## src/rtl/gcap_pkg.sv

```systemverilog
package gcap_pkg;
    localparam int SEC_W   = 32;
    localparam int NS_W    = 30;
    localparam int REG_W   = 16;
    localparam int ADDR_W  = 4;
    localparam int SEL_W   = 4;
    localparam int SEL_LSB = 8;
    localparam int IRQ_BIT = 2;

    localparam logic [ADDR_W-1:0] A_STAT     = 4'd0;
    localparam logic [ADDR_W-1:0] A_IRQ_EN   = 4'd1;
    localparam logic [ADDR_W-1:0] A_RISE_ARM = 4'd2;
    localparam logic [ADDR_W-1:0] A_FALL_ARM = 4'd3;
    localparam logic [ADDR_W-1:0] A_SEL      = 4'd4;
    localparam logic [ADDR_W-1:0] A_LAST     = 4'd5;
    localparam logic [ADDR_W-1:0] A_R_SEC_HI = 4'd8;
    localparam logic [ADDR_W-1:0] A_R_SEC_LO = 4'd9;
    localparam logic [ADDR_W-1:0] A_R_NS_HI  = 4'd10;
    localparam logic [ADDR_W-1:0] A_R_NS_LO  = 4'd11;
    localparam logic [ADDR_W-1:0] A_F_SEC_HI = 4'd12;
    localparam logic [ADDR_W-1:0] A_F_SEC_LO = 4'd13;
    localparam logic [ADDR_W-1:0] A_F_NS_HI  = 4'd14;
    localparam logic [ADDR_W-1:0] A_F_NS_LO  = 4'd15;

    typedef struct packed {
        logic [SEC_W-1:0] sec;
        logic [NS_W-1:0]  ns;
    } stamp_t;

    typedef enum logic {IRQ_IDLE, IRQ_PEND} irq_state_e;
endpackage

```

## src/rtl/gcap_edge.sv

```systemverilog
module gcap_edge #(
    parameter int NUM_PINS = 10
) (
    input  logic                clk,
    input  logic                rst_n,
    input  logic [NUM_PINS-1:0] pin_i,
    output logic [NUM_PINS-1:0] rise_o,
    output logic [NUM_PINS-1:0] fall_o
);
    logic [NUM_PINS-1:0] meta_q, sync_q, prev_q;

    for (genvar g = 0; g < NUM_PINS; g++) begin : g_pin
        always_ff @(posedge clk or negedge rst_n) begin
            if (!rst_n) begin
                meta_q[g] <= 1'b0;
                sync_q[g] <= 1'b0;
                prev_q[g] <= 1'b0;
            end else begin
                meta_q[g] <= pin_i[g];
                sync_q[g] <= meta_q[g];
                prev_q[g] <= sync_q[g];
            end
        end
        assign rise_o[g] = sync_q[g] & ~prev_q[g];
        assign fall_o[g] = ~sync_q[g] & prev_q[g];

        // a detected rise reflects a pin level sampled two edges earlier
        p_rise_src_r2: assert property (@(posedge clk) disable iff (!rst_n)
            rise_o[g] |-> $past(meta_q[g]));
    end
endmodule

```

## src/rtl/gcap_slot.sv

```systemverilog
module gcap_slot
    import gcap_pkg::*;
(
    input  logic   clk,
    input  logic   rst_n,
    input  logic   cap_rise_i,
    input  logic   cap_fall_i,
    input  stamp_t now_i,
    output stamp_t rise_o,
    output stamp_t fall_o,
    output logic   last_rise_o
);
    always_ff @(posedge clk or negedge rst_n) begin
        if (!rst_n) begin
            rise_o      <= '0;
            fall_o      <= '0;
            last_rise_o <= 1'b0;
        end else begin
            if (cap_rise_i) begin
                rise_o      <= now_i;
                last_rise_o <= 1'b1;
            end
            if (cap_fall_i) begin
                fall_o      <= now_i;
                last_rise_o <= 1'b0;
            end
        end
    end

    p_latch_rise_r2: assert property (@(posedge clk) disable iff (!rst_n)
        cap_rise_i |=> rise_o == $past(now_i));
    p_latch_fall_r3: assert property (@(posedge clk) disable iff (!rst_n)
        cap_fall_i |=> fall_o == $past(now_i));
    p_hold_rise_r4: assert property (@(posedge clk) disable iff (!rst_n)
        !cap_rise_i |=> $stable(rise_o));
    p_hold_fall_r4: assert property (@(posedge clk) disable iff (!rst_n)
        !cap_fall_i |=> $stable(fall_o));
    p_last_fall_r5: assert property (@(posedge clk) disable iff (!rst_n)
        cap_fall_i |=> !last_rise_o);
endmodule

```

## src/rtl/gcap_irq.sv

```systemverilog
module gcap_irq
    import gcap_pkg::*;
(
    input  logic clk,
    input  logic rst_n,
    input  logic cap_any_i,
    input  logic stat_rd_i,
    input  logic irq_en_i,
    output logic pend_o,
    output logic irq_o
);
    irq_state_e state_q, state_d;

    always_comb begin
        state_d = state_q;
        unique case (state_q)
            IRQ_IDLE: if (cap_any_i) state_d = IRQ_PEND;                 // EV_CAPTURE
            IRQ_PEND: if (stat_rd_i && !cap_any_i) state_d = IRQ_IDLE;   // EV_STAT_READ, else EV_HOLD
            default:  state_d = IRQ_IDLE;
        endcase
    end

    always_ff @(posedge clk or negedge rst_n) begin
        if (!rst_n) state_q <= IRQ_IDLE;
        else        state_q <= state_d;
    end

    always_comb begin
        pend_o = (state_q == IRQ_PEND);
        irq_o  = pend_o & irq_en_i;
    end

    p_set_on_cap_r8: assert property (@(posedge clk) disable iff (!rst_n)
        cap_any_i |=> state_q == IRQ_PEND);
    p_clear_on_read_r9: assert property (@(posedge clk) disable iff (!rst_n)
        (stat_rd_i && !cap_any_i) |=> state_q == IRQ_IDLE);
    p_hold_pend_r9: assert property (@(posedge clk) disable iff (!rst_n)
        (state_q == IRQ_PEND && !stat_rd_i) |=> state_q == IRQ_PEND);
endmodule

```

## src/rtl/gcap_unit.sv

```systemverilog
module gcap_unit
    import gcap_pkg::*;
#(
    parameter int NUM_PINS = 10
) (
    input  logic                clk,
    input  logic                rst_n,
    input  logic [NUM_PINS-1:0] cap_pin_i,
    input  logic [SEC_W-1:0]    now_sec_i,
    input  logic [NS_W-1:0]     now_ns_i,
    input  logic [ADDR_W-1:0]   reg_addr_i,
    input  logic                reg_wr_i,
    input  logic                reg_rd_i,
    input  logic [REG_W-1:0]    reg_wdata_i,
    output logic [REG_W-1:0]    reg_rdata_o,
    output logic                cap_irq_o
);
    localparam logic [SEL_W-1:0] SEL_LIMIT = SEL_W'(NUM_PINS);
    localparam int NS_HI_W = NS_W - 16;

    logic                irq_en_q;
    logic [NUM_PINS-1:0] rise_arm_q, fall_arm_q;
    logic [SEL_W-1:0]    sel_q;
    logic [NUM_PINS-1:0] rise_det, fall_det, cap_rise, cap_fall, last_rise;
    logic                pend, stat_rd, sel_ok;
    stamp_t              now, r_sel, f_sel;
    stamp_t              rise_st [NUM_PINS];
    stamp_t              fall_st [NUM_PINS];

    always_ff @(posedge clk or negedge rst_n) begin
        if (!rst_n) begin
            irq_en_q   <= 1'b0;
            rise_arm_q <= '0;
            fall_arm_q <= '0;
            sel_q      <= '0;
        end else if (reg_wr_i) begin
            unique case (reg_addr_i)
                A_IRQ_EN:   irq_en_q   <= reg_wdata_i[IRQ_BIT];
                A_RISE_ARM: rise_arm_q <= reg_wdata_i[NUM_PINS-1:0];
                A_FALL_ARM: fall_arm_q <= reg_wdata_i[NUM_PINS-1:0];
                A_SEL:      sel_q      <= reg_wdata_i[SEL_LSB +: SEL_W];
                default:    ;
            endcase
        end
    end

    assign now      = '{sec: now_sec_i, ns: now_ns_i};
    assign cap_rise = rise_det & rise_arm_q;
    assign cap_fall = fall_det & fall_arm_q;
    assign stat_rd  = reg_rd_i && (reg_addr_i == A_STAT);

    gcap_edge #(.NUM_PINS(NUM_PINS)) u_edge (
        .clk(clk), .rst_n(rst_n), .pin_i(cap_pin_i),
        .rise_o(rise_det), .fall_o(fall_det)
    );

    for (genvar g = 0; g < NUM_PINS; g++) begin : g_slot
        gcap_slot u_slot (
            .clk(clk), .rst_n(rst_n),
            .cap_rise_i(cap_rise[g]), .cap_fall_i(cap_fall[g]),
            .now_i(now), .rise_o(rise_st[g]), .fall_o(fall_st[g]),
            .last_rise_o(last_rise[g])
        );
    end

    gcap_irq u_irq (
        .clk(clk), .rst_n(rst_n),
        .cap_any_i(|{cap_rise, cap_fall}), .stat_rd_i(stat_rd),
        .irq_en_i(irq_en_q), .pend_o(pend), .irq_o(cap_irq_o)
    );

    assign sel_ok = (sel_q < SEL_LIMIT);

    always_comb begin
        r_sel = '0;
        f_sel = '0;
        for (int i = 0; i < NUM_PINS; i++) begin
            if (sel_ok && sel_q == SEL_W'(i)) begin
                r_sel = rise_st[i];
                f_sel = fall_st[i];
            end
        end
    end

    always_comb begin
        reg_rdata_o = '0;
        unique case (reg_addr_i)
            A_STAT:     reg_rdata_o[IRQ_BIT] = pend;
            A_IRQ_EN:   reg_rdata_o[IRQ_BIT] = irq_en_q;
            A_RISE_ARM: reg_rdata_o = REG_W'(rise_arm_q);
            A_FALL_ARM: reg_rdata_o = REG_W'(fall_arm_q);
            A_SEL:      reg_rdata_o[SEL_LSB +: SEL_W] = sel_q;
            A_LAST:     reg_rdata_o = REG_W'(last_rise);
            A_R_SEC_HI: reg_rdata_o = r_sel.sec[31:16];
            A_R_SEC_LO: reg_rdata_o = r_sel.sec[15:0];
            A_R_NS_HI:  reg_rdata_o = REG_W'(r_sel.ns[NS_W-1:16]);
            A_R_NS_LO:  reg_rdata_o = r_sel.ns[15:0];
            A_F_SEC_HI: reg_rdata_o = f_sel.sec[31:16];
            A_F_SEC_LO: reg_rdata_o = f_sel.sec[15:0];
            A_F_NS_HI:  reg_rdata_o = REG_W'(f_sel.ns[NS_W-1:16]);
            A_F_NS_LO:  reg_rdata_o = f_sel.ns[15:0];
            default:    reg_rdata_o = '0;
        endcase
    end

    p_unsel_zero_r6: assert property (@(posedge clk) disable iff (!rst_n)
        (!sel_ok && reg_addr_i[3]) |-> reg_rdata_o == '0);
    p_ns_hi_width_r7: assert property (@(posedge clk) disable iff (!rst_n)
        (reg_addr_i == A_R_NS_HI || reg_addr_i == A_F_NS_HI)
            |-> reg_rdata_o[REG_W-1:NS_HI_W] == '0);
    p_irq_gate_r8: assert property (@(posedge clk) disable iff (!rst_n)
        !irq_en_q |-> !cap_irq_o);
endmodule

```

## config.mk

```make
export PLATFORM = sky130hd
export DESIGN_NAME = gcap_unit
export DESIGN_NICKNAME = d
export VERILOG_FILES = /design/src/rtl/gcap_pkg.sv /design/src/rtl/gcap_edge.sv /design/src/rtl/gcap_slot.sv /design/src/rtl/gcap_irq.sv /design/src/rtl/gcap_unit.sv
export SDC_FILE = /design/constraint.sdc
export NUM_CORES = 2
export LEC_CHECK = 0
export BUFFER_PORTS_ARGS = -buffer_cell sky130_fd_sc_hd__clkbuf_2
export CORE_MARGIN = 2
export CORE_UTILIZATION = 37
export DETAILED_ROUTE_END_ITERATION = 10
export HOLD_SLACK_MARGIN = 0.12
export PLACE_DENSITY = 0.52
export SYNTH_ARGS = -nofsm -noshare
export SYNTH_HDL_FRONTEND = slang
export SYNTH_HIERARCHICAL = 1
export SYNTH_SLANG_ARGS = --single-unit
```

## constraint.sdc

```tcl
create_clock -name clk -period 2.51 [get_ports clk]
set_input_delay 0 -clock clk [delete_from_list [all_inputs] [get_ports clk]]
set_output_delay 0 -clock clk [all_outputs]
set_load 0.05 [all_outputs]
```

==> flow_summary.json <==
{
  "synth.area.top_cells": "dfrtp_1, mux2_4, buf_12",
  "rr_worst_depth": 7,
  "clock_sinks": 1306,
  "floorplan.die_area_um2": 184000,
  "cp_top_family": "buffers and inverters",
  "grt_max_degree": 103,
  "cts_buffers": 150,
  "final_core_util_pct": 45.5,
  "mostFrequentLayoutCells": "dfrtp_1, mux2_4, buf_4",
  "cp_slowest_cell": "dfrtp_4",
  "portBuffers": 108,
  "remaining_drc_errors": 0,
  "num_io_pins": 113,
  "antenna_found_initial": 10,
  "arrival_ns": 4.11,
  "setup_viol": 16,
  "grt_pass1_vias": 46000,
  "synth_warnings": 6,
  "ir_drop_v": 0.000807,
  "path_clk_slew_ns": 0.06,
  "fin_hold_ws_ns": 0.265,
  "ys.flop_type": "dfrtp_1",
  "ys_ff_latch": 1306,
  "finalWorstSetupSlack_ns": -1.60,
  "fin_crit_ns": 4.11,
  "grt_pass1_wl_um": 369000,
  "relSlewSlack_pct": 32.7,
  "fin_nets": 5302,
  "min_period_over_period_pct": 164,
  "area_growth_pct": 21.9,
  "drt_iter0_markers": 4534,
  "gp_congestion": 0.930,
  "worst_setup_path_end_kind": "output port",
  "clk_latency_ns": 0.83,
  "grt.busiest_layer": "met2",
  "hold_viol_final": 0,
  "synth_cell_type_count": 90,
  "grtUsageMet2_pct": 41.0,
  "vias_per_cell": 5.88,
  "slowest_delay_ns": 0.56,
  "vias": 45100,
  "worst-path-max-fanout": 8,
  "routed_wl_um": 260000,
  "power.density_nw_per_um2": 1130,
  "start_kind": "flip-flop",
  "clock_skew_ns": 0.0334,
  "hold_depth": 6,
  "syn_area_um2": 66700,
  "dr.pass1.iters": 5,
  "groute.usage.overall_pct": 27.8,
  "initial_core_util_pct": 37.3,
  "drv_cap": 0,
  "synth_top_area_share_pct": 49.0,
  "layout_commonest_cell": "dfrtp_1",
  "met1_usage_pct": 39.8,
  "path_cells": "buf_12 > nand2b_2 > buf_4 > buf_4 > o22a_1 > a21oi_1 > buf_4 > o221ai_4 > nor4_4 > nand4_1 > buf_4 > buf_12",
  "root_buffer": "clkbuf_16",
  "cpMostUsedCell": "buf_4",
  "synth-seq-area-share_pct": 49.0,
  "synth_edf_count": 0,
  "cts_tree": "built",
  "drive_gt1_share_pct": 49.3,
  "syn_avg_cell_area_um2": 14.8,
  "overflow": 0,
  "h-tree-depth": 4,
  "netlist_instances": 4500,
  "critical_path_buf_inv_count": 6,
  "synthArstFlopShare_pct": 100,
  "synth_top_cell_by_area": "dfrtp_1",
  "tightestPinTransition_ns": 1.01,
  "crit_required_ns": 2.51,
  "crit_type": "flip-flop to output port",
  "fmax_mhz": 243,
  "violations": "negative setup slack",
  "placementRows": 155,
  "post-place-ws_ns": -1.62,
  "drv_slew": 0,
  "rsz0062_at_grt": "yes",
  "grtUsageMet3_pct": 6.11,
  "cp_num_cells": 12,
  "drtAntennaViolNets": 0,
  "die_w_um": 429,
  "leakage_uw": 0.0357,
  "status": "finished, violations left",
  "ctsLongestPathBuffers": 3,
  "wl_per_cell_um": 33.9,
  "core-area_um2": 179000,
  "hp-class": "primary input to flip-flop",
  "fp.dieH_um": 429,
  "synth_nets": 4596,
  "hpwl_um": 163000
}
registers in the layout (all words and copies together) (netlist names):
signal	flops
rise_arm_q	10
irq_en_q	1
g_slot.u_slot/last_rise_o	10
sel_q	4
u_edge/prev_q	10
g_slot.u_slot/fall_o	620
g_slot.u_slot/rise_o	620
u_edge/meta_q	10
u_edge/sync_q	10
u_irq/pend_o	1
fall_arm_q	10
power by group:
part           total [uW]  leakage (uW)  switching (uW)  internal, uW
clock network       22600       0.00245            9510         13100
registers           35100        0.0155            5430         29600
logic               34500        0.0177           14900         19600
total               92200        0.0357           29800         62400
worst paths after layout:
kind | to | slack (ns) | from
max | reg_rdata_o[4] | -1.60 | sel_q[0]$_DFFE_PN0P_
min | sel_q[2]$_DFFE_PN0P_ | 0.26 | reg_addr_i[2]
max reg2reg | u_irq/pend_o$_DFF_PN0_ | 0.14 | u_edge/sync_q[0]$_DFF_PN0_
min reg2reg | u_edge/sync_q[2]$_DFF_PN0_ | 0.35 | u_edge/meta_q[2]$_DFF_PN0_
max in group asynchronous | g_slot[0].u_slot/rise_o[31]$_DFFE_PN0P_ | 1.29 | rst_n
min in group asynchronous | g_slot[3].u_slot/rise_o[59]$_DFFE_PN0P_ | 0.57 | rst_n
worst min-delay path, stage by stage:
cell,delay [ns]
clkbuf_2,0.10
buf_12,0.15
nor4b_1,0.18
buf_4,0.14
nand2_1,0.27
mux2_2,0.21
through the flow:
step	instance area [um^2]	power [uW]	TNS, ns	cells
floorplan	66800	54600	-0.173	4500
global placement	72700	65900	-12.70	7203
detailed placement	72700	66300	-13.03	7203
CTS	80600	91200	-21.85	7653
global route	81300	95500	-22.51	7678
finish	81300	92200	-21.90	7680
cells by family (layout without fill, tap and decap cells):
family	count (synthesis)	count (layout)	synth area share (%)
mux	1538	1538	33.2
flops	1306	1306	49.0
compound gates	815	815	8.35
simple gates	469	469	3.83
buf+inv	372	1191	5.69
other cells	0	6	0
synthesized netlist by cell type (all sizes together), types with 12 or more instances:
cell type / count
mux4: 50
o221ai: 63
inv: 12
a31oi: 19
buf: 266
a22oi: 45
a211oi: 33
o21ai: 161
o22a: 13
nor2b: 32
a22o: 17
nor3: 37
o22ai: 91
nor2: 114
clkbuf: 92
mux2i: 153
a21o: 13
a21oi: 160
a221oi: 40
o2bb2ai: 13
and2: 30
nand2: 101
o211ai: 28
mux2: 1335
dfrtp: 1306
and2b: 20
nand3: 17
o2111ai: 12
nand4: 16
timing repair:
action | CTS | global route
hold endpoints to repair | 2582 | 0
hold buffers | 119 | 0
cloned | 8 | 3
pin swaps | 47 | 53
gates resized for setup | 210 | 104
setup buffers | 61 | 21
endpoints found under the setup margin | 16 | 16
final cells by class:
| type | instances | area, um^2 |
|---|---|---|
| fill | 15900 | 97500 |
| sequential | 1306 | 32700 |
| multi-input combinational | 2822 | 31300 |
| timing repair buffer | 912 | 9300 |
| clock buffer | 219 | 4360 |
| tap | 2355 | 2950 |
| clock inverter | 46 | 641 |
| inverter | 14 | 57.6 |
| antenna | 6 | 15.0 |
layer usage:
layer,vias up,wire [um]
li1,18200,-
met1,24200,116000
met2,2179,113000
met3,537,20500
met4,4,11100
met5,-,32
No activity file was read; power rests on OpenSTA's default activity.
